File: src/rtl/cc_timer_pkg.sv
package cc_timer_pkg;

  localparam int A_MODE  = 0;
  localparam int A_FORCE = 1;
  localparam int A_ACT   = 2;
  localparam int A_EDGE  = 3;
  localparam int A_FLAG  = 4;
  localparam int A_PORT  = 5;
  localparam int A_DIR   = 6;
  localparam int A_CNT   = 7;
  localparam int A_CHAN  = 8;

  // Next compare level for a two-bit action code.
  function automatic logic oc_next(input logic [1:0] act, input logic cur);
    case (act)
      2'b01:   oc_next = ~cur;
      2'b10:   oc_next = 1'b0;
      2'b11:   oc_next = 1'b1;
      default: oc_next = cur;
    endcase
  endfunction

  // Whether a detected edge is selected by a two-bit edge code.
  function automatic logic edge_hit(input logic [1:0] sel, input logic rise,
                                    input logic fall);
    edge_hit = (sel[0] & rise) | (sel[1] & fall);
  endfunction

endpackage

File: src/rtl/cc_counter.sv
module cc_counter #(
  parameter int CW = 16
) (
  input  logic          clk,
  input  logic          rst_n,
  input  logic          tick,
  output logic [CW-1:0] cnt
);

  always_ff @(posedge clk or negedge rst_n) begin
    if (!rst_n)    cnt <= '0;
    else if (tick) cnt <= cnt + CW'(1);
  end

endmodule

File: src/rtl/cc_channel.sv
module cc_channel
  import cc_timer_pkg::*;
#(
  parameter int CW = 16
) (
  input  logic          clk,
  input  logic          rst_n,
  input  logic          mode,
  input  logic [1:0]    act,
  input  logic [1:0]    edg,
  input  logic [CW-1:0] cnt,
  input  logic          tick,
  input  logic          pin,
  input  logic          reg_we,
  input  logic [CW-1:0] wdata,
  input  logic          force_p,
  input  logic          flag_clr,
  output logic [CW-1:0] ccr,
  output logic          level,
  output logic          flag,
  output logic          match_ev,
  output logic          force_ev,
  output logic          cap_ev
);

  logic [2:0] sync_q;
  logic       rise, fall;

  always_ff @(posedge clk or negedge rst_n) begin
    if (!rst_n) sync_q <= '0;
    else        sync_q <= {sync_q[1:0], pin};
  end

  assign rise     = sync_q[1] & ~sync_q[2];
  assign fall     = ~sync_q[1] & sync_q[2];

  assign match_ev = mode & tick & (cnt == ccr);
  assign force_ev = mode & force_p;
  assign cap_ev   = ~mode & edge_hit(edg, rise, fall);

  always_ff @(posedge clk or negedge rst_n) begin
    if (!rst_n)                   level <= 1'b0;
    else if (match_ev | force_ev) level <= oc_next(act, level);
  end

  always_ff @(posedge clk or negedge rst_n) begin
    if (!rst_n)                 flag <= 1'b0;
    else if (match_ev | cap_ev) flag <= 1'b1;
    else if (flag_clr)          flag <= 1'b0;
  end

  always_ff @(posedge clk or negedge rst_n) begin
    if (!rst_n)      ccr <= '0;
    else if (cap_ev) ccr <= cnt;
    else if (reg_we) ccr <= wdata;
  end

endmodule

File: src/rtl/cc_pin_mux.sv
module cc_pin_mux #(
  parameter int NCH = 8
) (
  input  logic [NCH-1:0]   mode,
  input  logic [2*NCH-1:0] act,
  input  logic [NCH-1:0]   level,
  input  logic [NCH-1:0]   port,
  input  logic [NCH-1:0]   dir,
  output logic [NCH-1:0]   owned,
  output logic [NCH-1:0]   pin_out,
  output logic [NCH-1:0]   pin_oe
);

  for (genvar n = 0; n < NCH; n++) begin : g_pin
    assign owned[n]   = mode[n] & (act[2*n+1 -: 2] != 2'b00);
    assign pin_oe[n]  = owned[n] | dir[n];
    assign pin_out[n] = owned[n] ? level[n] : port[n];
  end

endmodule

File: src/rtl/cc_timer_bank.sv
module cc_timer_bank
  import cc_timer_pkg::*;
#(
  parameter int NCH = 8,
  parameter int CW  = 16,
  parameter int AW  = $clog2(A_CHAN + NCH)
) (
  input  logic           clk,
  input  logic           rst_n,
  input  logic           cnt_tick,
  input  logic           bus_we,
  input  logic [AW-1:0]  bus_addr,
  input  logic [CW-1:0]  bus_wdata,
  output logic [CW-1:0]  bus_rdata,
  input  logic [NCH-1:0] pin_in,
  output logic [NCH-1:0] pin_out,
  output logic [NCH-1:0] pin_oe
);

  localparam int FW = 2 * NCH;

  logic [NCH-1:0] mode_q, port_q, dir_q;
  logic [FW-1:0]  act_q, edge_q;
  logic [CW-1:0]  cnt;
  logic [CW-1:0]  ccr [NCH];
  logic [NCH-1:0] level, flag, owned;
  logic [NCH-1:0] match_ev, force_ev, cap_ev;
  logic [NCH-1:0] force_p, flag_clr, reg_we;

  function automatic logic hit(input logic [AW-1:0] a, input int k);
    hit = (a == AW'(k));
  endfunction

  assign force_p  = (bus_we && hit(bus_addr, A_FORCE)) ? bus_wdata[NCH-1:0] : '0;
  assign flag_clr = (bus_we && hit(bus_addr, A_FLAG))  ? bus_wdata[NCH-1:0] : '0;

  always_ff @(posedge clk or negedge rst_n) begin
    if (!rst_n) begin
      mode_q <= '0;
      act_q  <= '0;
      edge_q <= '0;
      port_q <= '0;
      dir_q  <= '0;
    end else if (bus_we) begin
      if (hit(bus_addr, A_MODE)) mode_q <= bus_wdata[NCH-1:0];
      if (hit(bus_addr, A_ACT))  act_q  <= bus_wdata[FW-1:0];
      if (hit(bus_addr, A_EDGE)) edge_q <= bus_wdata[FW-1:0];
      if (hit(bus_addr, A_PORT)) port_q <= bus_wdata[NCH-1:0];
      if (hit(bus_addr, A_DIR))  dir_q  <= bus_wdata[NCH-1:0];
    end
  end

  cc_counter #(.CW(CW)) u_cnt (
    .clk(clk), .rst_n(rst_n), .tick(cnt_tick), .cnt(cnt)
  );

  for (genvar n = 0; n < NCH; n++) begin : g_ch
    assign reg_we[n] = bus_we && hit(bus_addr, A_CHAN + n);
    cc_channel #(.CW(CW)) u_ch (
      .clk(clk), .rst_n(rst_n),
      .mode(mode_q[n]), .act(act_q[2*n+1 -: 2]), .edg(edge_q[2*n+1 -: 2]),
      .cnt(cnt), .tick(cnt_tick), .pin(pin_in[n]),
      .reg_we(reg_we[n]), .wdata(bus_wdata),
      .force_p(force_p[n]), .flag_clr(flag_clr[n]),
      .ccr(ccr[n]), .level(level[n]), .flag(flag[n]),
      .match_ev(match_ev[n]), .force_ev(force_ev[n]), .cap_ev(cap_ev[n])
    );
  end

  cc_pin_mux #(.NCH(NCH)) u_mux (
    .mode(mode_q), .act(act_q), .level(level), .port(port_q), .dir(dir_q),
    .owned(owned), .pin_out(pin_out), .pin_oe(pin_oe)
  );

  always_comb begin
    bus_rdata = '0;
    if (hit(bus_addr, A_MODE)) bus_rdata = CW'(mode_q);
    if (hit(bus_addr, A_ACT))  bus_rdata = CW'(act_q);
    if (hit(bus_addr, A_EDGE)) bus_rdata = CW'(edge_q);
    if (hit(bus_addr, A_FLAG)) bus_rdata = CW'(flag);
    if (hit(bus_addr, A_PORT)) bus_rdata = CW'(port_q);
    if (hit(bus_addr, A_DIR))  bus_rdata = CW'(dir_q);
    if (hit(bus_addr, A_CNT))  bus_rdata = cnt;
    for (int n = 0; n < NCH; n++)
      if (hit(bus_addr, A_CHAN + n)) bus_rdata = ccr[n];
  end

endmodule

File: config.mk
export PLATFORM = sky130hd
export DESIGN_NAME = cc_timer_bank
export DESIGN_NICKNAME = d
export VERILOG_FILES = /design/src/rtl/cc_timer_pkg.sv /design/src/rtl/cc_counter.sv /design/src/rtl/cc_channel.sv /design/src/rtl/cc_pin_mux.sv /design/src/rtl/cc_timer_bank.sv
export SDC_FILE = /design/constraint.sdc
export NUM_CORES = 1
export LEC_CHECK = 0
export ABC_AREA = 1
export BUFFER_PORTS_ARGS = -buffer_cell sky130_fd_sc_hd__buf_2
export CORE_ASPECT_RATIO = 1.75
export CORE_MARGIN = 1
export CORE_UTILIZATION = 49
export CTS_CLUSTER_DIAMETER = 40
export CTS_CLUSTER_SIZE = 16
export DETAILED_ROUTE_END_ITERATION = 6
export GPL_ROUTABILITY_DRIVEN = 1
export MAX_ROUTING_LAYER = met4
export PLACE_DENSITY = 0.73
export SYNTH_ARGS = -nofsm -noshare
export SYNTH_HDL_FRONTEND = slang
export SYNTH_HIERARCHICAL = 1
export SYNTH_SLANG_ARGS = --single-unit
File: constraint.sdc
create_clock -name clk -period 2.45 [get_ports clk]
set_input_delay 0.49 -clock clk [delete_from_list [all_inputs] [get_ports clk]]
set_output_delay 0.49 -clock clk [all_outputs]
set_load 0.005 [all_outputs]
# [Word-level counts from Yosys, hierarchy flattened]
# Cells that the tools add are included.
[totals] input_bits=32 out_inout_bits=32 regBits=240
[classes] reduce_logical=56 muxes=65 addsub=1 eq_ne=47 n_bitwise=136
[ops] operator="two-way mux 16 bit" n=30
[ops] operator="equality test 16 bit" n=8
[ops] operator="AND 1 bit" n=72
[ops] operator="nonzero test 2 bit" n=24
[ops] operator="equality test 2 bit, second input constant" n=16
[ops] operator="equality test 4 bit, second input constant" n=8
[ops] operator="inverter 1 bit" n=32
[ops] operator="OR 1 bit" n=32
[ops] operator="AND reduction 2 bit" n=13
[ops] operator="two-way mux 1 bit" n=24
[ops] operator="two-way mux 8 bit" n=3
[ops] operator="case mux 1 bit (3 select lines)" n=8
[ops] operator="nonzero test 3 bit" n=8
[ops] operator="adder 16 x 1 -> 16 bit, second input constant" n=1
[ops] operator="equality test 2 x 1 -> 1 bit, second input constant" n=8
[ops] operator="equality test 4 x 3 -> 1 bit, second input constant" n=4
[ops] operator="logical AND 1 bit" n=10
[ops] operator="equality test 4 x 2 -> 1 bit, second input constant" n=2
[ops] operator="equality test 4 x 1 -> 1 bit, second input constant" n=1
[ops] operator="logical NOT 4 bit" n=1

# [Logic depth before layout (Yosys ltp)]
# Gate-level depths: netlist of the first run.
[logic_depth] ltp_word=16 ltp_mapped=12 ltp_nobuf=12

# [By module]
# The synthesis of the first run kept the hierarchy.
[by_module_without_submodules] mod="cc_channel" seq_area_each_um2=525.5 cells_each=191 area_each_um2=1343.8 n_inst=8
[by_module_without_submodules] mod="cc_timer_bank" seq_area_each_um2=1401.3 cells_each=619 area_each_um2=3852.4 n_inst=1
[by_module_without_submodules] mod="cc_counter" seq_area_each_um2=400.4 cells_each=97 area_each_um2=813.3 n_inst=1
[by_module_without_submodules] mod="cc_pin_mux" seq_area_each_um2=0.0 cells_each=80 area_each_um2=350.3 n_inst=1

# [Worst setup path after synthesis of the first run]
# No wires, ideal clock.
[synth_path] path_kind="input -> register" startpoint="input bus_addr[0]" endpoint="register g_ch[4].u_ch.ccr[2]" arrival_time_ps=1883 n_path_buf=3 setup_slack_ps=429 t_required_ps=2313 path_stages=11 cell_sequence="nor2_1 inv_1 nor2_2 inv_1 clkbuf_1 nor2_1 buf_2 inv_1 nand2_2 buf_4 o221ai_1"
[synth_via] elab_chain_cells=3
[synth_lines] element="start, declared" line="cc_timer_bank.sv:12" text="input logic [AW-1:0] bus_addr,"
[synth_lines] element="equality test 4 bit" line="cc_timer_bank.sv:31" text="hit = (a == AW'(k));"
[synth_lines] element="logical AND 1 bit" line="cc_timer_bank.sv:58" text="assign reg_we[n] = bus_we && hit(bus_addr, A_CHAN + n);"
[synth_lines] element="named net reg_we[4]" line="cc_timer_bank.sv:28" text="logic [NCH-1:0] force_p, flag_clr, reg_we;"
[synth_lines] element="nonzero test 2 bit (no source line)"
[synth_lines] element="end signal, assigned" line="cc_channel.sv:54" text="else if (cap_ev) ccr <= cnt;"
[synth_lines] element="end signal, assigned" line="cc_channel.sv:55" text="else if (reg_we) ccr <= wdata;"
[synth_lines] element="end, declared" line="cc_channel.sv:18" text="output logic [CW-1:0] ccr,"
# The timed path passes the listed nets, and every way through them passes these cells.
# A chain may end at the register's enable or synchronous reset.

# [Worst setup path after layout of the first run]
[layout_path] startpoint="register act_q[12]" endpoint="output bus_rdata[12]"
[layout_via] elab_chain_cells=14
[layout_lines] element="start, declared" line="cc_timer_bank.sv:23" text="logic [FW-1:0] act_q, edge_q;"
[layout_lines] element="start signal, assigned" line="cc_timer_bank.sv:46" text="if (hit(bus_addr, A_ACT)) act_q <= bus_wdata[FW-1:0];"
[layout_lines] element="two-way mux 16 bit" line="cc_timer_bank.sv:78" text="if (hit(bus_addr, A_ACT)) bus_rdata = CW'(act_q);"
[layout_lines] element="two-way mux 16 bit" line="cc_timer_bank.sv:79" text="if (hit(bus_addr, A_EDGE)) bus_rdata = CW'(edge_q);"
[layout_lines] element="two-way mux 16 bit" line="cc_timer_bank.sv:80" text="if (hit(bus_addr, A_FLAG)) bus_rdata = CW'(flag);"
[layout_lines] element="two-way mux 16 bit" line="cc_timer_bank.sv:81" text="if (hit(bus_addr, A_PORT)) bus_rdata = CW'(port_q);"
[layout_lines] element="two-way mux 16 bit" line="cc_timer_bank.sv:82" text="if (hit(bus_addr, A_DIR)) bus_rdata = CW'(dir_q);"
[layout_lines] element="two-way mux 16 bit" line="cc_timer_bank.sv:83" text="if (hit(bus_addr, A_CNT)) bus_rdata = cnt;"
[layout_lines] element="two-way mux 16 bit (8 in series)" line="cc_timer_bank.sv:85" text="if (hit(bus_addr, A_CHAN + n)) bus_rdata = ccr[n];"
[layout_lines] element="end, declared" line="cc_timer_bank.sv:14" text="output logic [CW-1:0] bus_rdata,"
# Every way passes these cells.

==> results of run 1 <==
==> stage by stage <==
stage          utilization, %  power, mW  hold WS [ns]
5_1_grt                 60.38      16.88        0.2800
3_3_place_gp            54.47      10.66        0.3318
4_1_cts                 59.47      15.89        0.2508
6_report                60.38      16.05        0.2596
3_5_place_dp            54.47      10.84        0.3393
2_1_floorplan               -      8.826        0.1944
==> final cells by class <==
type                    count  area, um^2  share of cell area (%)
multi-input cells        1448        7302                   40.23
flip-flops and latches    240        6027                   33.21
repair buffers            222        1673                   9.217
inverters                 412        1553                   8.556
clock buffers              31       775.7                   4.274
well taps                 387       484.2                   2.668
clock inverters            26       324.1                   1.786
diodes                      4       10.01                 0.05515
==> metal layers <==
metal  GRT usage [%]  vias to the layer above  routed length (um)
li1                -                     7293                   -
met1           38.37                     7390               19500
met2           67.34                      694               29170
met3           5.490                      323                3318
met4           36.52                        0                6613
met5               -                        -                   0
==> cell usage in the layout, fill, tap and decap left out, types with 5 or more instances in the layout <==
cell type	count
sky130_fd_sc_hd__dfrtp_1	223
sky130_fd_sc_hd__inv_2	51
sky130_fd_sc_hd__clkinv_4	8
sky130_fd_sc_hd__nand3_1	188
sky130_fd_sc_hd__buf_4	141
sky130_fd_sc_hd__nand2_1	656
sky130_fd_sc_hd__inv_8	5
sky130_fd_sc_hd__nor2_1	164
sky130_fd_sc_hd__inv_6	5
sky130_fd_sc_hd__buf_12	9
sky130_fd_sc_hd__o221ai_1	112
sky130_fd_sc_hd__nand4_1	51
sky130_fd_sc_hd__o211ai_1	16
sky130_fd_sc_hd__xnor2_1	15
sky130_fd_sc_hd__clkbuf_16	31
sky130_fd_sc_hd__dfrtp_2	17
sky130_fd_sc_hd__or2_2	8
sky130_fd_sc_hd__a21oi_1	21
sky130_fd_sc_hd__o21ai_2	11
sky130_fd_sc_hd__inv_1	358
sky130_fd_sc_hd__a21o_1	8
sky130_fd_sc_hd__o21ai_1	11
sky130_fd_sc_hd__nor2_4	11
sky130_fd_sc_hd__nand2_2	39
sky130_fd_sc_hd__buf_2	59
sky130_fd_sc_hd__dlygate4sd3_1	9
sky130_fd_sc_hd__nand3_2	42
sky130_fd_sc_hd__nor2_2	27
sky130_fd_sc_hd__o21ai_0	50
==> worst max-delay path, delay by kind of cell, from the launching register on <==
kind / cells / cell delay [ns]
flops: 1 / 0.44
simple gates: 5 / 0.66
compound gates: 1 / 0.12
buf+inv: 1 / 0.19
==> registers in the layout, indices dropped and copies added, names as in the netlist <==
signal	count
g_ch.u_ch/ccr	128
g_ch.u_ch/sync_q	24
act_q	16
edge_q	16
u_cnt/cnt	16
dir_q	8
g_ch.u_ch/flag	8
g_ch.u_ch/level	8
mode_q	8
port_q	8
==> what timing repair did <==
action	in CTS	in global routing
gates resized for setup	56	38
buffers inserted	18	22
endpoints found under the hold margin	59	0
endpoints found under the setup margin	15	16
cloned	0	0
pin swaps	37	47
hold buffers	9	0
==> final timing paths <==
check / cells after the start / slack, ns / endpoint / start
max reg2reg: 13 / 0.40 / g_ch[4].u_ch/level$_DFFE_PN0P_ / u_cnt/cnt[10]$_DFFE_PN0P_
min: 3 / 0.26 / edge_q[10]$_DFFE_PN0P_ / bus_wdata[10]
max in group asynchronous: 3 / 1.27 / g_ch[5].u_ch/ccr[15]$_DFFE_PN0P_ / rst_n
max: 7 / -0.06 / bus_rdata[12] / act_q[12]$_DFFE_PN0P_
min in group asynchronous: 2 / 0.40 / g_ch[2].u_ch/sync_q[1]$_DFF_PN0_ / rst_n
min reg2reg: 0 / 0.35 / g_ch[7].u_ch/sync_q[1]$_DFF_PN0_ / g_ch[7].u_ch/sync_q[0]$_DFF_PN0_
==> report_power, final <==
part	internal, mW	switching [mW]
clock	2.74	2.15
combinational	1.87	3.49
sequential	4.86	0.931
==> results.txt, run 1 <==
- Status: finished, violations left
- The checks that failed: negative setup slack.
- Relative slew margins: 47.49%
* Final Worst Setup Slack: -0.06205 ns
- The initial utilization of the core area, before any placement, comes to 49.79%.
- Prior to clock tree synthesis, the placed netlist has a worst setup slack of -0.1576 ns.
- Achievable Freq: 398.1 MHz
* Total routing usage reported by global routing: 39.44%
* Num CTS Buffers: 31
- Root buf cell: sky130_fd_sc_hd__clkbuf_16
- Number of standard cells after synthesis: 2172
- Worst path cell trace: nand2_1 > nand4_1 > o21ai_1 > nand4_1 > nor2_1 > nand4_1 > buf_2
* Drt wl/cell: 21.16 um
- Count of standard-cell rows: 84
- Clock period minus worst slack: 2.512 ns
- Unrepaired setup endpoints after global routing: yes
- Number of H-tree branching levels: 1
* Leak: 9.255 nW
- Total clock sinks: 240
- Setup violations remaining at the end of the flow were counted as 12.
- Dividing the final minimum period by the clock period gives 102.5%.
- Type of the setup path with the least slack: flop to primary output
- Routability-driven placement finished with a final weighted congestion of 1.015.
* Netlist area before placement: 14970 um^2
* Final Hold Viols: 0
* Yosys synthesis warning count: 6
- Dividing the detail-routed via count by the number of cells gives 5.668.
- Synth-to-layout area growth: 21.27%
- Number of nets in the layout: 2388
* Type of element capturing the critical path: primary output
- The die is 233.2 um tall.
- Detailed placement finished with a half-perimeter wire length of 43910 um.
* Number of design rule violations left after detail routing: 0
- The number of antenna violations at the first check in global routing was 4.
- After detailed routing, the total wire length is 58600 um.
- The clock arrives with 0.02649 ns of skew.
- Maximum clock insertion buffer count: 3
* Full die area: 31270 um^2
- After clock tree synthesis, the clock-pin slew on the worst setup and hold paths is 0.07 ns.
- Num ports: 64
- Data required, critical path: 1.96 ns
- Starting DRC count in detailed routing: 1078
* Pin count of the biggest net entering global routing: 59
* Crit-path max FO: 4
- Vias in the first global route: 15732
- Summing all non-filler instances in the final layout gives an area of 18150 um^2.
* Number of max-slew violations in the final report: 0
- Worst-skew pair later-pin latency: 0.62 ns
- The total overflow left after global routing is 0.
- IO Port Bufs: 63
- In this run, placement finished with an instance count of 2661.
* Cell repeated most along the worst path: sky130_fd_sc_hd__nand4_1
- In this design, the stage delay of the slowest critical-path cell is 0.44 ns.
- Die Width: 134.1 um
* Setup_tns: -0.3534 ns
- The post-route netlist has 20.47% of its cells at a drive strength greater than 1.
- For the pin with the worst max-slew slack, the measured transition is 0.7847 ns.
- Across the run, the number of max-cap violations was 0.
* Synthesized netlist net count: 2205
- In this run the standard cell core region covers 30060 um^2.
- Count of non-filler cells in the finished layout: 2770
- Total via count after detailed routing: 15700
- Pwr Density: 884.4 nW/um^2
* WP data arrival: 2.02 ns
- Post-DRT Antenna Nets: 0
- First-pass GRT wire length: 88710 um
* Worst vdd rail ir drop: 0.6607 mV
* Detailed Routing Iterations Pass 1: 7
* Critical path's slowest cell: sky130_fd_sc_hd__dfrtp_2
- Synthesized area divided by synthesized cell count: 6.890 um^2
* Clock tree from TritonCTS: done
* Worst Setup Start Kind: flop
- Placed instance area: 16370 um^2
- Filler Cells Inserted: 2842
- Worst hold path type: primary input to flop
Power figures use the tool's default switching activity.
==> inputs of run 2 (changes only) <==
--- a/config.mk
+++ b/config.mk
@@ -16,6 +16,7 @@
 export GPL_ROUTABILITY_DRIVEN = 1
 export MAX_ROUTING_LAYER = met4
 export PLACE_DENSITY = 0.73
+export REMOVE_ABC_BUFFERS = 1
 export SYNTH_ARGS = -nofsm -noshare
 export SYNTH_HDL_FRONTEND = slang
 export SYNTH_HIERARCHICAL = 1
==> run 2 against run 1 <==
The run still ends with negative setup slack left. Clock power is 6.7% lower. Fmax is 2.0% higher. First-iteration DRC count is 3.9% higher. Largest power group unchanged.
==> results.txt, run 2 (synthesized netlist as in run 1, its figures left out) <==
* Status: finished, violations left
- Violations in the final reports: negative setup slack
- For the worst flop-to-flop path, the logic depth is 12.
- Number of design rule violations left after detail routing: 0
- Leaving out filler cells and counting taps, the final layout contains 2740.
- For this run the aggregate overflow at the end of global routing stands at 0.
- Total routing usage reported by global routing: 34.02%
- Total via count after detailed routing: 15469
- STA classifies the critical path startpoint as a primary input.
- DPL Wire Length: 38380 um
* Die outline height: 233.2 um
- Data required, critical path: 1.96 ns
- The number of antenna violations at the first check in global routing is 1.
* Share of post-route cells with drive strength above 1: 19.39%
- Number of max-slew violations in the final report: 0
* Starting Density: 49.79%
- In this run the critical register-to-register path is captured at g_ch[2].u_ch/level$_DFFE_PN0P_.
- After clock tree synthesis, the clock-pin slew on the worst setup and hold paths is 0.06 ns.
* Startpoint of the worst register-to-register path: u_cnt/cnt[5]$_DFFE_PN0P_
- Achievable Freq: 405.9 MHz
* Placed instance count: 2650
- Final Worst Setup Slack: -0.01370 ns
* Setup-violating endpoint count in the final report: 1
- Largest registers: g_ch.u_ch/ccr: 128 flops, g_ch.u_ch/sync_q: 24 flops
- Count of standard-cell rows: 84
- Detailed Routing Iterations Pass 1: 6
* Type of the setup path with the least slack: primary input to primary output
- In this run the register-to-register setup slack is 0.40 ns.
- Top library cells by usage in the layout, fill and taps aside: sky130_fd_sc_hd__nand2_1, sky130_fd_sc_hd__inv_1, sky130_fd_sc_hd__dfrtp_1, sky130_fd_sc_hd__nand3_1, sky130_fd_sc_hd__nor2_1
- Endpoint of the worst hold-timing path: g_ch[1].u_ch/sync_q[0]$_DFF_PN0_
- Die Width: 134.1 um
* Relative slew margins: 61.56%
- Max reg flops: 128
- Leak: 9.200 nW
- Register containing the most flip-flops in the final layout: g_ch.u_ch/ccr
- Clock period minus worst slack: 2.464 ns
- The largest individual stage delay along the critical path comes from the cell sky130_fd_sc_hd__nand4_1.
- Number of violations of the max-capacitance limit: 0
- Counting instances, the worst hold path has a depth of 1.
* IO Port Bufs: 63
* Worst path cell trace: buf_8 > buf_6 > nand2_4 > inv_2 > buf_6 > nand3_1 > nand3_2 > nor2_2 > nand4_1 > nand2_1 > nand4_1 > nand2_1 > nand3_1 > buf_2
- At the worst endpoint, the arrival time is 1.97 ns.
- CTS placed an instance of sky130_fd_sc_hd__clkbuf_16 at the clock tree root.
* Crit-path max FO: 7
- The clock arrives with 0.01426 ns of skew.
- Hold slack: 0.01850 ns
- Clock tree from TritonCTS: done
- Critical Path Max Stage Delay: 0.15 ns
- Dividing the detail-routed via count by the number of cells gives 5.646.
- The die covers 31270 um^2.
- Clock tree synthesis found a total of 240 sinks.
* Worst slack at placement: -0.4845 ns
- Most frequent standard cell in the layout excluding fill and tap cells: sky130_fd_sc_hd__nand2_1
* Unrepaired setup endpoints after global routing: yes
* Drt wl/cell: 18.92 um
- Num ports: 64
- Number of H-tree branching levels: 1
- Least-Margin Pin Slew: 0.5753 ns
* Period utilisation layout: 100.6%
- Post-DRT Antenna Nets: 0
* Worst-skew pair later-pin latency: 0.58 ns
- Critical path buffer and inverter count: 5
- The first global-routing pass estimated 79070 um of wire.
* Cell family with the largest share of critical-path delay: simple AND/OR/NAND/NOR gates
- Final RePlAce weighted congestion: 0.9408
- Pin count of the biggest net entering global routing: 87
- STA classifies the critical path endpoint as a primary output.
- The final layout contains 2361 nets.
- Area of the core region: 30060 um^2
- Vias in the first global route: 15151
- Beginning of the worst hold path: pin_in[1]
- Final Hold Viols: 0
- Num CTS Buffers: 31
* Worst vdd rail ir drop: 0.6862 mV
- Power spread over the standard cell area amounts to 852.5 nW/um^2.
- Maximum clock insertion buffer count: 3
- Starting DRC count in detailed routing: 1120
- Worst hold path type: primary input to flop
* Synth-to-layout area growth: 20.98%
- Wires add up to 51840 um.
## run 2: changes by cell type in the layout (fill, tap and decap cells not counted), sizes merged
| cell | change |
|---|---|
| clkinvlp | -1 |
| inv | -3 |
| clkinv | -1 |
| bufinv | -2 |
| diode | -3 |
| buf | -27 |
| clkbuf | +11 |
| dlygate4sd3 | -4 |
## run 2: repair_timing
action / CTS / global route
setup endpoints to repair: 16 / 16
gates resized for setup: 49 / 79
endpoints found under the hold margin: 30 / 0
buffers inserted: 10 / 13
gates cloned: 1 / 4
hold buffers: 5 / 0
pin swaps: 23 / 32
## run 2: layout make-up
cell class                 count  area, um^2
inverter                     412        1564
timing repair buffer         194        1672
antenna                        1       2.502
tap                          387       484.2
sequential                   240        6023
timing repair inverter         1       7.507
multi-input combinational   1448        7330
fill                        2830       11950
clock buffer                  39       845.8
clock inverter                18       177.7
## run 2: worst max-delay path by stage
stage                                      from                          endpoint  slack [ns]  depth (start not counted)
after global placement              bus_addr[1]                      bus_rdata[4]       -0.46                         14
after CTS                           bus_addr[1]                      bus_rdata[6]       -0.03                         11
after floorplan                     bus_addr[0]  g_ch[0].u_ch/ccr[10]$_DFFE_PN0P_       -0.31                          6
after detailed placement            bus_addr[0]                      bus_rdata[4]       -0.48                         13
after global routing      edge_q[4]$_DFFE_PN0P_                      bus_rdata[4]       -0.14                          9
final                               bus_addr[0]                      bus_rdata[4]       -0.01                         14
## run 2: stage by stage
stage                     setup TNS (ns)  instance area, um^2  util (%)  total power [mW]
after floorplan                   -16.98                14600         -             8.750
after global placement            -7.949                16370     54.45             10.47
after detailed placement          -8.372                16370     54.45             10.66
after CTS                       -0.08128                17710     58.93             15.32
after global routing             -0.6520                18110     60.24             16.32
final                           -0.01370                18110     60.24             15.44
## run 2: where the power goes
part           internal (mW)  leakage [nW]  switching (mW)  total [mW]
combinational           1.83          5.72            3.36        5.19
sequential              4.86          2.97           0.811        5.67
clock                   2.60         0.507            1.97        4.57
## run 2: routing by layer
metal  up-vias  track usage, %  routed length [um]
li1       7236               -                   -
met1      7315           33.93               17780
met2       678           60.02               26520
met3       240           3.885                2876
met4         0           26.65                4666
met5         -               -                   0
## run 2: worst register-to-register path, cell delays in order, from the launching register on
cell	delay, ns
sky130_fd_sc_hd__dfrtp_1	0.50
sky130_fd_sc_hd__buf_4	0.27
sky130_fd_sc_hd__inv_1	0.08
sky130_fd_sc_hd__nand2_1	0.07
sky130_fd_sc_hd__nand2_1	0.05
sky130_fd_sc_hd__nor2_1	0.21
sky130_fd_sc_hd__nand2_1	0.10
sky130_fd_sc_hd__nor2_2	0.24
sky130_fd_sc_hd__nand3_2	0.18
sky130_fd_sc_hd__nand2_2	0.10
sky130_fd_sc_hd__nand2_1	0.05
sky130_fd_sc_hd__nand2_1	0.05
sky130_fd_sc_hd__nand2_1	0.04
